[config.mk]
export PLATFORM = sky130hd
export DESIGN_NAME = ttbus_cycle_sched
export DESIGN_NICKNAME = d
export VERILOG_FILES = /design/src/rtl/ttsched_pkg.sv /design/src/rtl/tts_cfg_latch.sv /design/src/rtl/tts_mtgen.sv /design/src/rtl/tts_dyn_grant.sv /design/src/rtl/tts_seq.sv /design/src/rtl/ttbus_cycle_sched.sv
export SDC_FILE = /design/constraint.sdc
export NUM_CORES = 1
export LEC_CHECK = 0
export BUFFER_PORTS_ARGS = -buffer_cell sky130_fd_sc_hd__buf_2
export CAP_MARGIN = 40
export CORE_MARGIN = 4
export CORE_UTILIZATION = 55
export CTS_CLUSTER_DIAMETER = 50
export DETAILED_ROUTE_END_ITERATION = 6
export GPL_TIMING_DRIVEN = 0
export MAX_ROUTING_LAYER = met4
export PLACE_DENSITY_LB_ADDON = 0.2
export SLEW_MARGIN = 0
export SYNTH_ARGS = -nofsm -noshare
export SYNTH_HDL_FRONTEND = slang
export SYNTH_SLANG_ARGS = --single-unit
[constraint.sdc]
create_clock -name clk -period 10.5 [get_ports clk]
set_input_delay 1.575 -clock clk [delete_from_list [all_inputs] [get_ports clk]]
set_output_delay 1.575 -clock clk [all_outputs]
set_load 0.01 [all_outputs]
[src/rtl/ttsched_pkg.sv]
package ttsched_pkg;

    localparam int CW = 8;
    localparam int SW = CW + 2;

    typedef enum logic [1:0] {
        SEG_STATIC = 2'd0,
        SEG_DYN    = 2'd1,
        SEG_SYM    = 2'd2,
        SEG_IDLE   = 2'd3
    } seg_e;

    typedef struct packed {
        logic [CW-1:0] ut_per_mt;
        logic [CW-1:0] mt_per_slot;
        logic [CW-1:0] n_static;
        logic [CW-1:0] mt_per_mslot;
        logic [CW-1:0] n_mslot;
        logic [CW-1:0] sym_mt;
        logic [CW-1:0] idle_mt;
    } cfg_t;

    typedef struct packed {
        logic          grant;
        logic [CW:0]   len_ms;
    } slot_open_t;

    typedef struct packed {
        seg_e          seg;
        logic [CW-1:0] mtc;
        logic [SW-1:0] slot;
        logic [CW-1:0] msc;
        logic [CW:0]   sub;
        logic [CW:0]   len;
        logic          tx;
        logic          ap;
    } tstate_t;

    function automatic seg_e seg_after(seg_e s);
        case (s)
            SEG_STATIC: return SEG_DYN;
            SEG_DYN:    return SEG_SYM;
            SEG_SYM:    return SEG_IDLE;
            default:    return SEG_STATIC;
        endcase
    endfunction

endpackage

[src/rtl/tts_cfg_latch.sv]
module tts_cfg_latch
    import ttsched_pkg::*;
(
    input  logic clk,
    input  logic rst,
    input  logic load,
    input  cfg_t cfg_in,
    output cfg_t cfg_q
);
    always_ff @(posedge clk) begin
        if (rst || load) begin
            cfg_q <= cfg_in;
        end
    end
endmodule

[src/rtl/tts_mtgen.sv]
module tts_mtgen
    import ttsched_pkg::*;
(
    input  logic          clk,
    input  logic          rst,
    input  logic          ut_en,
    input  logic [CW-1:0] ut_per_mt,
    output logic          mt_tick
);
    logic [CW-1:0] utc_q;

    assign mt_tick = ut_en && (utc_q == ut_per_mt - CW'(1));

    always_ff @(posedge clk) begin
        if (rst) begin
            utc_q <= '0;
        end else if (ut_en) begin
            utc_q <= mt_tick ? '0 : utc_q + CW'(1);
        end
    end


    utc_range_chk: assert property (@(posedge clk) disable iff (rst)
        utc_q < ut_per_mt);


    utc_hold_chk: assert property (@(posedge clk) disable iff (rst)
        (!$past(ut_en) && !$past(rst)) |-> $stable(utc_q));
endmodule

[src/rtl/tts_dyn_grant.sv]
module tts_dyn_grant
    import ttsched_pkg::*;
(
    input  logic [SW-1:0] slot_i,
    input  logic [CW-1:0] ms_done_i,
    input  logic [CW-1:0] n_mslot_i,
    input  logic [SW-1:0] node_id_i,
    input  logic          tx_req_i,
    input  logic [CW-1:0] tx_len_i,
    output slot_open_t    open_o
);
    logic [CW-1:0] left_ms;
    logic [CW:0]   need_ms;
    logic          fits;

    always_comb begin
        left_ms      = n_mslot_i - ms_done_i;
        need_ms      = {1'b0, tx_len_i} + (CW+1)'(1);
        fits         = need_ms <= {1'b0, left_ms};
        open_o.grant = tx_req_i && (tx_len_i != '0) && (slot_i == node_id_i) && fits;
        open_o.len_ms = open_o.grant ? need_ms : (CW+1)'(1);
    end


    always_comb begin
        if (open_o.grant) begin
            len_min_chk: assert (open_o.len_ms >= (CW+1)'(2));
        end
    end
endmodule

[src/rtl/tts_seq.sv]
module tts_seq
    import ttsched_pkg::*;
#(
    parameter int CYC_W = 6
) (
    input  logic             clk,
    input  logic             rst,
    input  logic             mt_tick,
    input  logic [CW-1:0]    mt_per_slot,
    input  logic [CW-1:0]    n_static,
    input  logic [CW-1:0]    mt_per_mslot,
    input  logic [CW-1:0]    n_mslot,
    input  logic [CW-1:0]    sym_mt,
    input  logic [CW-1:0]    idle_mt,
    input  logic [SW-1:0]    node_id,
    input  logic             tx_req,
    input  logic [CW-1:0]    tx_len,
    output tstate_t          st_o,
    output logic [CYC_W-1:0] cyc_o,
    output logic             cyc_start
);
    tstate_t          st_q, st_d;
    logic [CYC_W-1:0] cyc_q, cyc_d;
    logic [CW-1:0]    unit_mt;
    logic             last_mt;
    logic             last_sub;
    logic [CW:0]      ms_new;
    logic [CW-1:0]    ms_in;
    logic [SW-1:0]    slot_inc;
    slot_open_t       gnt;

    always_comb begin
        unique case (st_q.seg)
            SEG_STATIC: unit_mt = mt_per_slot;
            SEG_DYN:    unit_mt = mt_per_mslot;
            SEG_SYM:    unit_mt = sym_mt;
            default:    unit_mt = idle_mt;
        endcase
        last_mt  = st_q.mtc == unit_mt - CW'(1);
        last_sub = st_q.sub == st_q.len - (CW+1)'(1);
        ms_new   = {1'b0, st_q.msc} + st_q.len;
        ms_in    = (st_q.seg == SEG_STATIC) ? '0 : ms_new[CW-1:0];
        slot_inc = st_q.slot + SW'(1);
    end

    tts_dyn_grant u_grant (
        .slot_i    (slot_inc),
        .ms_done_i (ms_in),
        .n_mslot_i (n_mslot),
        .node_id_i (node_id),
        .tx_req_i  (tx_req),
        .tx_len_i  (tx_len),
        .open_o    (gnt)
    );

    assign cyc_start = mt_tick && last_mt && (st_q.seg == SEG_IDLE);

    always_comb begin
        st_d    = st_q;
        st_d.ap = 1'b0;
        cyc_d   = cyc_q;
        if (mt_tick) begin
            if (!last_mt) begin
                st_d.mtc = st_q.mtc + CW'(1);
            end else begin
                st_d.mtc = '0;
                unique case (st_q.seg)
                    SEG_STATIC: begin
                        st_d.slot = slot_inc;
                        st_d.ap   = 1'b1;
                        if (st_q.slot == {{(SW-CW){1'b0}}, n_static}) begin
                            st_d.seg = SEG_DYN;
                            st_d.msc = '0;
                            st_d.sub = '0;
                            st_d.len = gnt.len_ms;
                            st_d.tx  = gnt.grant;
                        end else begin
                            st_d.tx  = slot_inc == node_id;
                        end
                    end
                    SEG_DYN: begin
                        if (!last_sub) begin
                            st_d.sub = st_q.sub + (CW+1)'(1);
                            st_d.ap  = 1'b1;
                        end else if (ms_new == {1'b0, n_mslot}) begin
                            st_d.seg  = SEG_SYM;
                            st_d.slot = '0;
                            st_d.msc  = '0;
                            st_d.sub  = '0;
                            st_d.len  = (CW+1)'(1);
                            st_d.tx   = 1'b0;
                        end else begin
                            st_d.slot = slot_inc;
                            st_d.msc  = ms_new[CW-1:0];
                            st_d.sub  = '0;
                            st_d.len  = gnt.len_ms;
                            st_d.tx   = gnt.grant;
                            st_d.ap   = 1'b1;
                        end
                    end
                    SEG_SYM: begin
                        st_d.seg = SEG_IDLE;
                    end
                    default: begin
                        st_d.seg  = SEG_STATIC;
                        st_d.slot = SW'(1);
                        st_d.tx   = node_id == SW'(1);
                        st_d.ap   = 1'b1;
                        cyc_d     = cyc_q + CYC_W'(1);
                    end
                endcase
            end
        end
    end

    always_ff @(posedge clk) begin
        if (rst) begin
            st_q.seg  <= SEG_STATIC;
            st_q.mtc  <= '0;
            st_q.slot <= SW'(1);
            st_q.msc  <= '0;
            st_q.sub  <= '0;
            st_q.len  <= (CW+1)'(1);
            st_q.tx   <= node_id == SW'(1);
            st_q.ap   <= 1'b0;
            cyc_q     <= '0;
        end else begin
            st_q  <= st_d;
            cyc_q <= cyc_d;
        end
    end

    assign st_o  = st_q;
    assign cyc_o = cyc_q;


    seg_order_chk: assert property (@(posedge clk) disable iff (rst)
        (st_q.seg != $past(st_q.seg)) |-> (st_q.seg == seg_after($past(st_q.seg))));


    tx_seg_chk: assert property (@(posedge clk) disable iff (rst)
        st_q.tx |-> (st_q.seg == SEG_STATIC || st_q.seg == SEG_DYN));


    slot_step_chk: assert property (@(posedge clk) disable iff (rst)
        (st_q.slot != $past(st_q.slot) && st_q.slot > SW'(1))
            |-> (st_q.slot == $past(st_q.slot) + SW'(1)));


    slot_freeze_chk: assert property (@(posedge clk) disable iff (rst)
        (st_q.seg == SEG_DYN && st_q.sub != '0) |-> $stable(st_q.slot));


    frame_fit_chk: assert property (@(posedge clk) disable iff (rst)
        (st_q.seg == SEG_DYN && st_q.tx)
            |-> (({1'b0, st_q.msc} + st_q.len) <= {1'b0, n_mslot}));


    ap_tick_chk: assert property (@(posedge clk) disable iff (rst)
        st_q.ap |-> $past(mt_tick));


    cyc_step_chk: assert property (@(posedge clk) disable iff (rst)
        (cyc_q != $past(cyc_q)) |-> ($past(st_q.seg) == SEG_IDLE
            && st_q.seg == SEG_STATIC && cyc_q == $past(cyc_q) + CYC_W'(1)));
endmodule

[src/rtl/ttbus_cycle_sched.sv]
module ttbus_cycle_sched
    import ttsched_pkg::*;
#(
    parameter int CYC_W = 6
) (
    input  logic             clk,
    input  logic             rst,
    input  logic             ut_en,
    input  logic [CW-1:0]    cfg_ut_per_mt,
    input  logic [CW-1:0]    cfg_mt_per_slot,
    input  logic [CW-1:0]    cfg_n_static,
    input  logic [CW-1:0]    cfg_mt_per_mslot,
    input  logic [CW-1:0]    cfg_n_mslot,
    input  logic [CW-1:0]    cfg_sym_mt,
    input  logic [CW-1:0]    cfg_idle_mt,
    input  logic [SW-1:0]    node_id,
    input  logic             tx_req,
    input  logic [CW-1:0]    tx_len,
    output logic [1:0]       seg_o,
    output logic [SW-1:0]    slot_o,
    output logic [CYC_W-1:0] cycle_o,
    output logic             tx_en_o,
    output logic             ap_o
);
    cfg_t    cfg_in, cfg_q;
    logic    mt_tick;
    logic    cyc_start;
    tstate_t st;

    always_comb begin
        cfg_in.ut_per_mt    = cfg_ut_per_mt;
        cfg_in.mt_per_slot  = cfg_mt_per_slot;
        cfg_in.n_static     = cfg_n_static;
        cfg_in.mt_per_mslot = cfg_mt_per_mslot;
        cfg_in.n_mslot      = cfg_n_mslot;
        cfg_in.sym_mt       = cfg_sym_mt;
        cfg_in.idle_mt      = cfg_idle_mt;
    end

    tts_cfg_latch u_cfg (
        .clk    (clk),
        .rst    (rst),
        .load   (cyc_start),
        .cfg_in (cfg_in),
        .cfg_q  (cfg_q)
    );

    tts_mtgen u_mt (
        .clk       (clk),
        .rst       (rst),
        .ut_en     (ut_en),
        .ut_per_mt (cfg_q.ut_per_mt),
        .mt_tick   (mt_tick)
    );

    tts_seq #(.CYC_W(CYC_W)) u_seq (
        .clk          (clk),
        .rst          (rst),
        .mt_tick      (mt_tick),
        .mt_per_slot  (cfg_q.mt_per_slot),
        .n_static     (cfg_q.n_static),
        .mt_per_mslot (cfg_q.mt_per_mslot),
        .n_mslot      (cfg_q.n_mslot),
        .sym_mt       (cfg_q.sym_mt),
        .idle_mt      (cfg_q.idle_mt),
        .node_id      (node_id),
        .tx_req       (tx_req),
        .tx_len       (tx_len),
        .st_o         (st),
        .cyc_o        (cycle_o),
        .cyc_start    (cyc_start)
    );

    assign seg_o   = st.seg;
    assign slot_o  = st.slot;
    assign tx_en_o = st.tx;
    assign ap_o    = st.ap;


    cfg_hold_chk: assert property (@(posedge clk) disable iff (rst)
        !$past(cyc_start) |-> $stable(cfg_q));
endmodule

=== Yosys cells after proc, flatten, opt, wreduce, memory -nomap -nowiden ===
Cells that the tools add are included.

* Muxes and demuxes: 23
* $add $sub $neg: 11
* Bitwise logic cells: 4
* Reduce and logical (&&, ||, !) cells: 20
* Magnitude comparators: 1
* Equal/unequal tests: 15

{| class="wikitable"
|+ Operators by type and width
! operator !! number
|-
| case mux 26 bit (2 select lines) || 1
|-
| two-way mux 37 bit || 1
|-
| case mux 10 bit (3 select lines) || 1
|-
| two-way mux 26 bit || 1
|-
| two-way mux 8 bit || 3
|-
| case mux 8 bit (3 select lines) || 1
|-
| two-way mux 18 bit || 1
|-
| two-way mux 9 bit || 2
|-
| adder 8 x 1 -> 8 bit, second input constant || 2
|-
| == test 8 bit || 2
|-
| subtractor 8 x 1 -> 8 bit, second input constant || 2
|-
| two-way mux 2 bit || 6
|-
| case mux 2 bit (3 select lines) || 2
|-
| AND reduction 4 bit || 3
|-
| adder 10 x 1 -> 10 bit, second input constant || 1
|-
| == test 10 x 1 -> 1 bit, second input constant || 1
|-
| == test 10 bit || 1
|-
| == test 10 x 8 -> 1 bit || 1
|-
| two-way mux 10 bit || 1
|-
| AND reduction 5 bit || 2
|-
| adder 8 x 1 -> 9 bit, second input constant || 1
|-
| adder 8 x 9 -> 9 bit || 1
|-
| adder 9 x 1 -> 9 bit, second input constant || 1
|-
| == test 9 x 8 -> 1 bit || 1
|-
| 19 further kinds || 35
|}

* Bits in registers: 118
* Output and inout bits: 20
* Input port bits: 78

=== Logic depth before layout (Yosys ltp) ===
* Depth in word-level cells: 12
* Mapped depth: 22
* Gate-level depth less buffers: 19

=== Cells and area by module ===
Synthesis repeated with hierarchy kept, for this count alone.

* Cell total of the unflattened synthesis: 772
* Area total of the unflattened synthesis: 7,403.4 um^2

{| class="wikitable"
|+ By module, submodules not included
! module !! sequential area each (um^2) !! times used !! cells an instance !! area each (um^2)
|-
| tts_seq || 1,091.0 || 1 || 530 || 4,249.1
|-
| tts_cfg_latch || 1,681.6 || 1 || 57 || 1,687.9
|-
| tts_dyn_grant || 0.0 || 1 || 114 || 840.8
|-
| tts_mtgen || 160.2 || 1 || 71 || 625.6
|}

=== Worst setup path before layout ===
Ideal clock, no wire load.

* Kind: input -> register
* Start: input port ut_en
* End: register, netlist name u_cfg.cfg_q[0]
* Stages: 7
* Setup slack: 6,052 ps
* Setup time: 415 ps
* Path buffers: 0
* Arrival time: 4,033 ps
* Cells stage by stage: nand3_1 nor4b_1 o21ai_0 nor2_1 and4_1 nand2_1 nand2_1

* Longest elaborated chain between the ends: 4

{| class="wikitable"
|+ RTL lines
! what !! RTL line !! source
|-
| start, declared || ttbus_cycle_sched.sv:8 || <nowiki>input logic ut_en,</nowiki>
|-
| logical AND 1 bit || tts_mtgen.sv:12 || <nowiki>assign mt_tick = ut_en && (utc_q == ut_per_mt - CW'(1));</nowiki>
|-
| logical AND 1 bit (2 in a row) || tts_seq.sv:56 || <nowiki>assign cyc_start = mt_tick && last_mt && (st_q.seg == SEG_IDLE);</nowiki>
|-
| logical OR 1 bit || tts_cfg_latch.sv:11 || <nowiki>if (rst || load) begin</nowiki>
|}

Every way passes these cells.
A chain may end at the register's enable or synchronous reset.

=== Worst setup path after layout ===
* Start: register u_seq.st_q, in the netlist u_seq.st_o[46]
* End: register u_seq.st_q, in the netlist u_seq.st_o[2]

* Longest elaborated chain between the ends: 9
* Elaborated cells between the ends (all ways): 19

{| class="wikitable"
|+ RTL lines
! what !! RTL line !! source
|-
| start, declared || tts_seq.sv:22 || <nowiki>tstate_t st_q, st_d;</nowiki>
|-
| start signal, assigned || tts_seq.sv:128 || <nowiki>st_q <= st_d;</nowiki>
|-
| zero test 2 bit || tts_seq.sv:33, tts_seq.sv:42, tts_seq.sv:67 ||
|-
| two-way mux 8 bit || tts_seq.sv:42 || <nowiki>ms_in = (st_q.seg == SEG_STATIC) ? '0 : ms_new[CW-1:0];</nowiki>
|-
| subtractor 8 bit || tts_dyn_grant.sv:17 || <nowiki>left_ms = n_mslot_i - ms_done_i;</nowiki>
|-
| less-or-equal comparator 9 x 8 -> 1 bit || tts_dyn_grant.sv:19 || <nowiki>fits = need_ms <= {1'b0, left_ms};</nowiki>
|-
| logical AND 1 bit || tts_dyn_grant.sv:20 || <nowiki>open_o.grant = tx_req_i && (tx_len_i != '0) && (slot_i == node_id_i) && fits;</nowiki>
|-
| two-way mux 9 bit || tts_dyn_grant.sv:21 || <nowiki>open_o.len_ms = open_o.grant ? need_ms : (CW+1)'(1);</nowiki>
|-
| two-way mux 37 bit || tts_seq.sv:85 || <nowiki>end else if (ms_new == {1'b0, n_mslot}) begin</nowiki>
|-
| two-way mux 10 bit || tts_seq.sv:82 || <nowiki>if (!last_sub) begin</nowiki>
|-
| case mux 26 bit (2 select lines) || tts_seq.sv:67 || <nowiki>unique case (st_q.seg)</nowiki>
|}

Several ways; a longest one is shown, not always the timed one. The select of a mux whose other input is x is not followed.

==> results.yml <==
run_status:
  status: "finished clean"
synthesis:
  avgSynthCellArea_um2: 9.669
  synth_cell_types: 76
  synth_top_family_by_area: "compound AO/OA/AOI/OAI gates"
  ys_top_cells_by_area: "edfxtp_1 23%, dfxtp_1 16%, ha_1 6.4%"
  synth_area_leader_cell: "edfxtp_1"
  synth_area_um2: 7465
  yosys_warnings: 0
  synth_xor_area_share_pct: 11.40
  synth_nets: 890
  synthMuxAreaShare_pct: 1.810
  seq_area_frac_synth_pct: 39.29
  synthAdderAreaFrac_pct: 6.906
  synthArstFlopShare_pct: 0
  synthTopCellsByCount: "61 x dfxtp_1, 57 x edfxtp_1, 53 x xnor2_1"
  synth_top_area_share_pct: 22.93
  ys_ff_latch: 118
  synthSimpleGateAreaFrac_pct: 16.73
  synth_edf_count: 57
  synth_most_common_cell: "dfxtp_1"
  netlist_instances: 772
  synth_compound_area_share_pct: 17.99
  yosys_most_used_dff: "dfxtp_1"
layout:
  final_util_pct: 66.24
  drive_gt1_share_pct: 18.96
  fillCellCount: 1077
  antenna_cells: 0
  layout.cells.non_filler: 1078
  nets: 1007
  area_delta_synth_final_pct: 17.52
  finish.instance_area_um2: 8772
grt:
  gr-total-overflow: 0
  grt_pass1_wl_um: 30220
  grt_max_degree: 35
  grt.total_usage_pct: 24.19
  grt_pass1_vias: 6466
  grt_antenna_before_repair: 0
placement:
  finalWeightedCongestion: 0.9188
  place_area_um2: 8193
  place_ws_ns: 5.007
  dp.cells: 1046
  port_buffers: 96
  hpwl_um: 13720
timing:
  worst_pin_slew_ns: 0.7604
  finalSetupTns_ns: 0
  fin_ws_ns: 4.924
  holdWs_ns: 0.4900
  period_share_pct: 53.10
  drv_slew: 0
  grt_setup_unrepaired: "no"
  hold_violations: 0
  layout_min_cycle_time_ns: 5.576
  fmax_mhz: 179.3
  max_slew_margin_pct: 48.96
  fin_skew_ns: 0.01216
  finalSetupViolations: 0
min_path:
  hp-start: "u_seq.cyc_o[5]"
  hold_depth: 2
  hold_end: "u_seq.cyc_o[5]"
  min_path_type: "register to register"
clocking:
  cts_resized: 0
  clkLatencyLatePin_ns: 0.42
  cts-htree-levels: 4
  cts.sinks: 118
  root_buffer: "clkbuf_16"
  cts_tree: "yes"
  post_cts_buffers: 0
  ctsHoldBuffers: 0
  cts_made_buffers: 17
  clockBufferDepth: 2
  clkTransAtPathRegs_ns: 0.06
critical_path:
  crit_required_ns: 10.80
  slowest_stage: "clkbuf_1"
  slowest_delay_ns: 0.48
  worstPathCellList: "inv_1, ha_1, clkbuf_1, clkbuf_1, inv_1, clkbuf_1, nand2_1, ha_1, nor2b_1, o21ai_0, a21oi_1, o21ai_0, nand2b_1, a21o_1, a21oi_1, xnor2_1, ha_1, nand4_1, o221ai_1, and3_1, nand4_1, o31a_1"
  worstSetupPathType: "register to register"
  r2r_slack_ns: 4.92
  r2r_start: "u_seq.st_o[46]"
  worstPathArrival_ns: 5.88
  cp-end-kind: "register"
  r2r_cells: 22
  start_kind: "register"
  r2r-end: "u_seq.st_o[2]"
  crit_fanout: 10
floorplanning:
  initial_core_util_pct: 56.37
  num_io_pins: 98
  die_area_um2: 15500
  die_x_um: 124.5
  die_h_um: 124.5
  core_area_um2: 13240
  placementRows: 42
route:
  ant_nets: 0
  wl_per_cell_um: 16.83
  finalWirelength_um: 18140
  drtPass1Iterations: 5
  drc: 0
  drt-initial-drc-count: 502
  via_count: 6440
  via_per_inst: 5.974
power:
  p_leak_nw: 3.454
  power_mw: 1.176
  power_density_nw_per_um2: 134.1
  peakVddDrop_uv: 119.5
flow_run:
  drv_cap: 0
-- critical path, delay by kind of cell, from the launching register on --
kind	cells	cell delay, ns
flops	1	0.44
compound gates	7	1.42
buf+inv	5	1.44
fa+ha+maj	3	0.82
simple gates	6	1.20
xor+xnor	1	0.12
-- metal layers --
layer  track usage (%)  part of all wire [%]  vias to the layer above
met5                 -                     0                        -
met4             9.671                   2.4                        0
met3             5.189                   6.5                       44
met2             39.54                    49                      245
met1             29.27                    42                     3029
li1                  -                     -                     3122
-- registers in the layout (all words and copies together), names as in the netlist --
signal and count:
u_mt.utc_q 8, u_seq.cyc_o 6, u_seq.st_o 48, u_cfg.cfg_q 56
-- layout by cell type, fill, tap and decap left out, drive strengths merged, types with 16 or more instances in the layout --
cell / count
a21oi: 34
and3: 16
buf: 120
clkbuf: 46
dfxtp: 61
edfxtp: 57
ha: 38
inv: 45
nand2: 39
nand3: 26
nor2: 40
o211ai: 28
o21ai: 34
o31ai: 19
xnor2: 53
xor2: 39
-- worst max path at each step --
stage	from	end
finish	u_seq.st_o[46]	u_seq.st_o[2]
global route	u_seq.st_o[47]	u_seq.st_o[7]
CTS	u_seq.st_o[46]	u_seq.st_o[2]
detailed placement	u_seq.st_o[46]	u_seq.st_o[2]
global placement	ut_en	u_cfg.cfg_q[55]
floorplan	ut_en	u_cfg.cfg_q[0]
-- cell families (layout without fill, tap and decap cells) --
family / after synthesis / in the layout
DFF: 118 / 118
AOI/OAI and AO/OA: 188 / 188
buffers and inverters: 94 / 224
adders and majority gates: 40 / 40
xor gates and xnor gates: 94 / 94
and+or+nand+nor: 225 / 225
muxes: 13 / 13
-- power breakdown --
group          switching, mW  internal [mW]  total [mW]
combinational         0.0543         0.0443      0.0987
sequential            0.0113          0.503       0.515
clock                  0.214          0.349       0.563
-- area by class of cell --
class	count	area [um^2]	area share, %
buffer	51	277.8	3.166
clock buffer	17	425.4	4.850
clock inverter	15	153.9	1.754
inverter	43	161.4	1.840
multi-input combinational	560	4095	46.68
sequential	118	2933	33.43
tap	176	220.2	2.510
timing repair buffer	98	505.5	5.762
Note: power is estimated with default switching activity, not from simulation.
